File: config.mk
export PLATFORM = sky130hd
export DESIGN_NAME = mbox_front
export DESIGN_NICKNAME = d
export VERILOG_FILES = /design/src/rtl/mbox_pkg.sv /design/src/rtl/mbox_ctrl.sv /design/src/rtl/mbox_dpath.sv /design/src/rtl/mbox_front.sv
export SDC_FILE = /design/constraint.sdc
export NUM_CORES = 1
export LEC_CHECK = 0
export CAP_MARGIN = 5
export CELL_PAD_IN_SITES_DETAIL_PLACEMENT = 1
export CELL_PAD_IN_SITES_GLOBAL_PLACEMENT = 2
export CORE_MARGIN = 4
export CORE_UTILIZATION = 30
export DETAILED_ROUTE_END_ITERATION = 10
export PLACE_DENSITY = 0.85
export SYNTH_ARGS = -nofsm -noshare
export SYNTH_HDL_FRONTEND = slang
export SYNTH_SLANG_ARGS = --single-unit
File: constraint.sdc
create_clock -name clk -period 4.89 [get_ports clk]
set_input_delay 1.2225 -clock clk [delete_from_list [all_inputs] [get_ports clk]]
set_output_delay 1.2225 -clock clk [all_outputs]
set_load 0.01 [all_outputs]
File: src/rtl/mbox_pkg.sv
package mbox_pkg;
  localparam int WORD_W  = 32;
  localparam int FIELD_W = 8;
  localparam int HI_W    = WORD_W - FIELD_W;
  localparam int OP_LSB   = 3 * FIELD_W;
  localparam int PORT_LSB = 2 * FIELD_W;
  localparam int OFF_LSB  = FIELD_W;

  typedef enum logic [1:0] {
    REG_CMD  = 2'd0,
    REG_EXT  = 2'd1,
    REG_DATA = 2'd2,
    REG_NONE = 2'd3
  } regSel_e;

  typedef enum logic {
    ST_IDLE = 1'b0,
    ST_BUSY = 1'b1
  } state_e;

  typedef struct packed {
    logic launch;
    logic loadExt;
    logic loadData;
    logic capture;
    logic setErr;
  } ctrlStrb_t;
endpackage

File: src/rtl/mbox_ctrl.sv
module mbox_ctrl
  import mbox_pkg::*;
#(
  parameter logic [FIELD_W-1:0] ENABLE_CODE  = 8'hF0,
  parameter logic [FIELD_W-1:0] REFUSED_PORT = 8'h06
) (
  input  logic               clk,
  input  logic               rst_n,
  input  logic               hostWrEn,
  input  logic [1:0]         hostAddr,
  input  logic [FIELD_W-1:0] cmdEnable,
  input  logic [FIELD_W-1:0] cmdPort,
  input  logic               devPresent,
  input  logic               sbDone,
  output ctrlStrb_t          strb,
  output logic               busy
);
  state_e state, stateNext;
  logic   idleWr;
  logic   cmdHit;
  logic   enableOk;
  logic   refuse;

  assign idleWr   = (state == ST_IDLE) && hostWrEn;
  assign cmdHit   = idleWr && (regSel_e'(hostAddr) == REG_CMD);
  assign enableOk = (cmdEnable == ENABLE_CODE);
  assign refuse   = !devPresent || (cmdPort == REFUSED_PORT);

  always_comb begin
    strb          = '0;
    strb.launch   = cmdHit && enableOk && !refuse;
    strb.setErr   = cmdHit && enableOk && refuse;
    strb.loadExt  = idleWr && (regSel_e'(hostAddr) == REG_EXT);
    strb.loadData = idleWr && (regSel_e'(hostAddr) == REG_DATA);
    strb.capture  = (state == ST_BUSY) && sbDone;
  end

  always_comb begin
    stateNext = state;
    case (state)
      ST_IDLE: if (strb.launch) stateNext = ST_BUSY;
      ST_BUSY: if (sbDone) stateNext = ST_IDLE;
      default: stateNext = ST_IDLE;
    endcase
  end

  always_ff @(posedge clk or negedge rst_n) begin
    if (!rst_n) state <= ST_IDLE;
    else        state <= stateNext;
  end

  assign busy = (state == ST_BUSY);
endmodule

File: src/rtl/mbox_dpath.sv
module mbox_dpath
  import mbox_pkg::*;
(
  input  logic              clk,
  input  logic              rst_n,
  input  ctrlStrb_t         strb,
  input  logic [1:0]        hostAddr,
  input  logic [WORD_W-1:0] hostWrData,
  output logic [WORD_W-1:0] hostRdData,
  input  logic [WORD_W-1:0] sbRdData,
  output logic              errStatus,
  output logic              sbReq,
  output logic              sbWrite,
  output logic [FIELD_W-1:0] sbPort,
  output logic [FIELD_W-1:0] sbOpcode,
  output logic [WORD_W-1:0] sbOffset,
  output logic [WORD_W-1:0] sbWrData
);
  logic [WORD_W-1:0] cmdReg;
  logic [HI_W-1:0]   extHi;
  logic [WORD_W-1:0] dataReg;

  // host-visible registers
  always_ff @(posedge clk or negedge rst_n) begin
    if (!rst_n) begin
      cmdReg  <= '0;
      extHi   <= '0;
      dataReg <= '0;
    end else begin
      if (strb.launch)  cmdReg <= hostWrData;
      if (strb.loadExt) extHi  <= hostWrData[WORD_W-1:FIELD_W];
      if (strb.capture && !sbWrite) dataReg <= sbRdData;
      else if (strb.loadData)       dataReg <= hostWrData;
    end
  end

  // error flag: set on refusal, cleared by an accepted command
  always_ff @(posedge clk or negedge rst_n) begin
    if (!rst_n)            errStatus <= 1'b0;
    else if (strb.setErr)  errStatus <= 1'b1;
    else if (strb.launch)  errStatus <= 1'b0;
  end

  // sideband request fields, snapshot at launch
  always_ff @(posedge clk or negedge rst_n) begin
    if (!rst_n) begin
      sbReq    <= 1'b0;
      sbWrite  <= 1'b0;
      sbPort   <= '0;
      sbOpcode <= '0;
      sbOffset <= '0;
      sbWrData <= '0;
    end else if (strb.launch) begin
      sbReq    <= 1'b1;
      sbOpcode <= hostWrData[OP_LSB +: FIELD_W];
      sbWrite  <= hostWrData[OP_LSB];
      sbPort   <= hostWrData[PORT_LSB +: FIELD_W];
      sbOffset <= {extHi, hostWrData[OFF_LSB +: FIELD_W]};
      sbWrData <= dataReg;
    end else if (strb.capture) begin
      sbReq <= 1'b0;
    end
  end

  always_comb begin
    case (regSel_e'(hostAddr))
      REG_CMD:  hostRdData = cmdReg;
      REG_EXT:  hostRdData = {extHi, {FIELD_W{1'b0}}};
      REG_DATA: hostRdData = dataReg;
      default:  hostRdData = '0;
    endcase
  end
endmodule

File: src/rtl/mbox_front.sv
module mbox_front
  import mbox_pkg::*;
#(
  parameter logic [7:0] ENABLE_CODE  = 8'hF0,
  parameter logic [7:0] REFUSED_PORT = 8'h06
) (
  input  logic        clk,
  input  logic        rst_n,
  input  logic        hostWrEn,
  input  logic [1:0]  hostAddr,
  input  logic [31:0] hostWrData,
  output logic [31:0] hostRdData,
  input  logic        devPresent,
  output logic        busy,
  output logic        errStatus,
  output logic        sbReq,
  output logic        sbWrite,
  output logic [7:0]  sbPort,
  output logic [7:0]  sbOpcode,
  output logic [31:0] sbOffset,
  output logic [31:0] sbWrData,
  input  logic [31:0] sbRdData,
  input  logic        sbDone
);
  ctrlStrb_t strb;

  mbox_ctrl #(
    .ENABLE_CODE (ENABLE_CODE),
    .REFUSED_PORT(REFUSED_PORT)
  ) ctrl_i (
    .clk       (clk),
    .rst_n     (rst_n),
    .hostWrEn  (hostWrEn),
    .hostAddr  (hostAddr),
    .cmdEnable (hostWrData[FIELD_W-1:0]),
    .cmdPort   (hostWrData[PORT_LSB +: FIELD_W]),
    .devPresent(devPresent),
    .sbDone    (sbDone),
    .strb      (strb),
    .busy      (busy)
  );

  mbox_dpath dpath_i (
    .clk       (clk),
    .rst_n     (rst_n),
    .strb      (strb),
    .hostAddr  (hostAddr),
    .hostWrData(hostWrData),
    .hostRdData(hostRdData),
    .sbRdData  (sbRdData),
    .errStatus (errStatus),
    .sbReq     (sbReq),
    .sbWrite   (sbWrite),
    .sbPort    (sbPort),
    .sbOpcode  (sbOpcode),
    .sbOffset  (sbOffset),
    .sbWrData  (sbWrData)
  );
endmodule

Word-level counts from Yosys, hierarchy flattened:

Index checks and enable logic that the tools add are counted.

* $add $sub $neg: 0
* multiplexer cells: 10
* divide/modulo/power cells: 0
* multiply operators: 0
* magnitude comparators: 0
* shift operators: 0
* bitwise operators: 1
* equal/unequal tests: 4
* reductions and logical operators: 17

Operators with widths (number)
* $pmux 32 s3: 1
* $mux 32: 2
* $logic_and 1x1->1: 9
* $eq 8x3->1 const B: 1
* $eq 8x8->1 const B: 1
* $mux 1: 6
* $reduce_bool 2->1: 3
* $logic_not 1->1: 3
* $eq 2x1->1 const B: 1
* $eq 2x2->1 const B: 1
* $logic_not 2->1: 1
* $pmux 1 s2: 1
* $logic_or 1x1->1: 1
* $not 1->1: 1

* memories kept: 0
* output and inout port bits: 116
* input bits: 71
* bits in read-only memories: 0
* logic and storage cells: 43
* RAM bits: 0
* register bits after elaboration: 172
* latch bits: 0

Longest topological paths before layout:

* depth after elaboration: 7
* depth in mapped cells: 8
* gate-level depth less buffers: 4

Modules after synthesis:

A second synthesis with hierarchy kept.

* cell total of the unflattened synthesis: 465
* area total of the unflattened synthesis: 7001.7 um2

By module, submodules not included
* mbox_dpath: cells an instance 448, area each 6841.6 um2, seq. area each 3653.5 um2, times used 1
* mbox_ctrl: cells an instance 17, area each 160.2 um2, seq. area each 25.0 um2, times used 1

Least setup slack after synthesis:

Ideal clock, no wire load.

* path type: input to output
* from: input port hostAddr[0]
* to: output port hostRdData[10]
* arrival time: 2.373 ns
* slack: 1.294 ns
* data required time: 3.668 ns
* path buffers: 2
* stages on the path: 4
* path through: clkbuf_1 > buf_1 > mux2i_1 > o21ai_0

* cells in the longest elaborated chain, start to end: 2
* elaborated cells on any way between the ends: 4
* classes of those cells: 2 x eq/ne; 1 x mux; 1 x reduce/logical

RTL lines
* from (decl): line mbox_front.sv:10 `input logic [1:0] hostAddr,`
* $eq 2x2->1, or another cell as far along: line mbox_dpath.sv:66 `case (regSel_e'(hostAddr))`
* $pmux 32 s3 (*): line mbox_dpath.sv:66
* to (decl): line mbox_front.sv:12 `output logic [31:0] hostRdData,`

Mark *: on every way between the ends. The rest lies on a longest branch, timed or not.

Final worst setup path:

* from: input port hostAddr[0]
* to: output port hostRdData[12]

The elaborated chain is that of the path after synthesis.

==> impl_metrics.ini <==
[outcome]
status = complete, no violations

[worst_setup_path]
critPathLaunchType = primary input
crit_start = hostAddr[0]
cp.required_ps = 3670
critical_path_class = primary input to output pin
timing.rr.end = dpath_i.sbWrData[23]
setup.worst_path.end = hostRdData[12]
worstRegToRegCells = 5
arrival_ps = 2990
rrSetupSlack_ps = 2360
r2r_start = ctrl_i.busy
critPathMaxFanout = 22
crit_path_end_kind = output pin

[die]
die_area_um2 = 25570
dieHeight_um = 159.9
die_x_um = 159.9
start_util_pct = 30.58
fp.coreArea_um2 = 22640
ios = 187
rows = 55

[route]
wl_per_cell_um = 19.83
wl_um = 19370
drc = 0
dr.pass1.iters = 4
final_antenna_net_count = 0
viasPerCell = 4.724
vias = 4615
drtIter0Drc = 179

[yosys]
syn_nets = 592
synth-main-ff-cell = dfrtp_1
synth_top_cell_by_area = dfrtp_1
synth.area.top_cells = dfrtp_1, mux2_4, mux2i_1, mux2_2, buf_4
synth.distinct_cells = 30
avgSynthCellArea_um2 = 13.29
synth_common_cells = dfrtp_1, mux2_4, mux2i_1, nor2_1, a21oi_1
synth_enable_flop_cells = 0
ys_ff_latch = 147
yosysMostFrequentCell = dfrtp_1
yosysTopAreaCellShare_pct = 53.13
ys_seq_area_share_pct = 53.13
syn_area_um2 = 6924
netlist_instances = 521
async_flop_share_pct = 100.0
yosysWarnings = 0

[sta]
setup-tns-final_ps = 0
fin_ws_ps = 673.3
period_minus_slack_ps = 4217
fin_crit_sh_pct = 86.23
hold_viol = 0
slew_viol_final = 0
tightest_slew_ps = 906.3
whs_ps = 482.8
slew_headroom_pct = 39.58
grt_setup_unrepaired = false
setup_viol = 0
fin_worst_skew_ps = 10.46
fmax_mhz = 237.2

[clock_network]
cts_buffers = 17
cts_setup_buffers = 0
cts.sinks = 147
postCtsHoldBufs = 0
htree_levels = 4
cts_root_buf = clkbuf_16
ctsResizeCount = 0
clockBufferDepth = 2
clkTransAtPathRegs_ps = 60
clk_latency_ps = 410
cts_tree = built

[flow_run]
cap_violations = 0

[final_layout]
area_delta_synth_final_pct = 36.07
finish.utilization_pct = 41.61
diodes = 0
nets = 750
drive_above_1_share_pct = 20.95

[place]
gp_congestion = 0.7667
io_buffers = 186
dp_hpwl_um = 13700
pre_cts_slack_ps = 654.7

[global_route]
grt_pass1_wl_um = 31630
grtUsageTotal_pct = 15.50
overflow = 0
antenna_found_initial = 0
grt_max_degree = 76
grt_pass1_vias = 5421

[power]
irDropWorstVdd_uv = 183.1
leakage_nw = 4.147
p_total_mw = 3.177
p_per_area_nw_per_um2 = 337.2

[min_path]
hold_path_class = flop to flop
cells in the final DEF (no fill, tap or decap), types with 5 or more instances in the layout:
| cell type | instances |
|---|---|
| mux2i_1 | 64 |
| nand2_1 | 25 |
| o21ai_0 | 24 |
| mux2_2 | 25 |
| mux2_4 | 70 |
| a21oi_1 | 32 |
| buf_4 | 8 |
| mux2_1 | 9 |
| nor2b_1 | 5 |
| clkdlybuf4s50_1 | 183 |
| nor2_1 | 41 |
| dfrtp_1 | 147 |
| clkbuf_16 | 17 |
worst max-delay path, cell delays in order:
cell and delay [ps]:
buf_2 560, buf_4 320, mux2i_1 90, o21ai_0 200
clkdlybuf4s50_1 570
worst min path at each step:
| stage | start | to | slack [ps] | cells past startpoint |
|---|---|---|---|---|
| after floorplan | dpath_i.cmdReg[4] | dpath_i.cmdReg[4] | 430 | 1 |
| after global placement | dpath_i.cmdReg[4] | dpath_i.cmdReg[4] | 450 | 1 |
| after detailed placement | dpath_i.cmdReg[6] | dpath_i.cmdReg[6] | 470 | 1 |
| after CTS | dpath_i.cmdReg[6] | dpath_i.cmdReg[6] | 480 | 1 |
| after global routing | dpath_i.cmdReg[4] | dpath_i.cmdReg[4] | 500 | 1 |
| final | dpath_i.cmdReg[6] | dpath_i.cmdReg[6] | 480 | 1 |
state kept, by name, indices dropped and copies added, names as in the netlist:
signal	cells
dpath_i.extHi	24
dpath_i.sbWrData	32
dpath_i.sbOffset	24
dpath_i.errStatus	1
dpath_i.cmdReg	31
dpath_i.sbReq	1
dpath_i.dataReg	32
dpath_i.sbOpcode	1
ctrl_i.busy	1
power by group:
group / internal, mW / switching [mW] / total (mW) / leakage (nW)
Sequential: 1.31 / 0.0809 / 1.39 / 1.93
Clock: 0.874 / 0.526 / 1.40 / 0.299
Combinational: 0.218 / 0.166 / 0.384 / 1.92
Total: 2.40 / 0.773 / 3.18 / 4.15
through the flow:
step / instance area [um2] / std cells
after floorplan: 6924 / 521
after global placement: 8796 / 945
after detailed placement: 8796 / 945
after CTS: 9422 / 977
after global routing: 9422 / 977
final: 9422 / 977
logic make-up (layout without fill, tap and decap cells):
family / count (synthesis) / count (layout) / synth area share (%)
flops: 147 / 147 / 53.13
compound gates: 60 / 60 / 4.463
buf+inv: 60 / 231 / 6.849
simple gates: 86 / 86 / 5.602
mux: 168 / 168 / 29.96
layer usage:
| metal | vias up | global-route usage, % | wire length, um |
|---|---|---|---|
| met3 | 18 | 4.052 | 974 |
| li1 | 2096 | - | - |
| met1 | 2370 | 20.35 | 8828 |
| met4 | 0 | 4.341 | 231 |
| met2 | 131 | 25.39 | 9339 |
| met5 | - | 0 | 0 |
final cells by class:
type / instances / area [um2]
clock inverters: 11 / 175.2
flip-flops and latches: 147 / 3679
repair buffers: 197 / 1973
well taps: 285 / 356.6
inverters: 2 / 7.507
clock buffers: 21 / 450.4
fillers: 2339 / 13220
multi-input cells: 314 / 2780
Power figures use the tool's default switching activity.
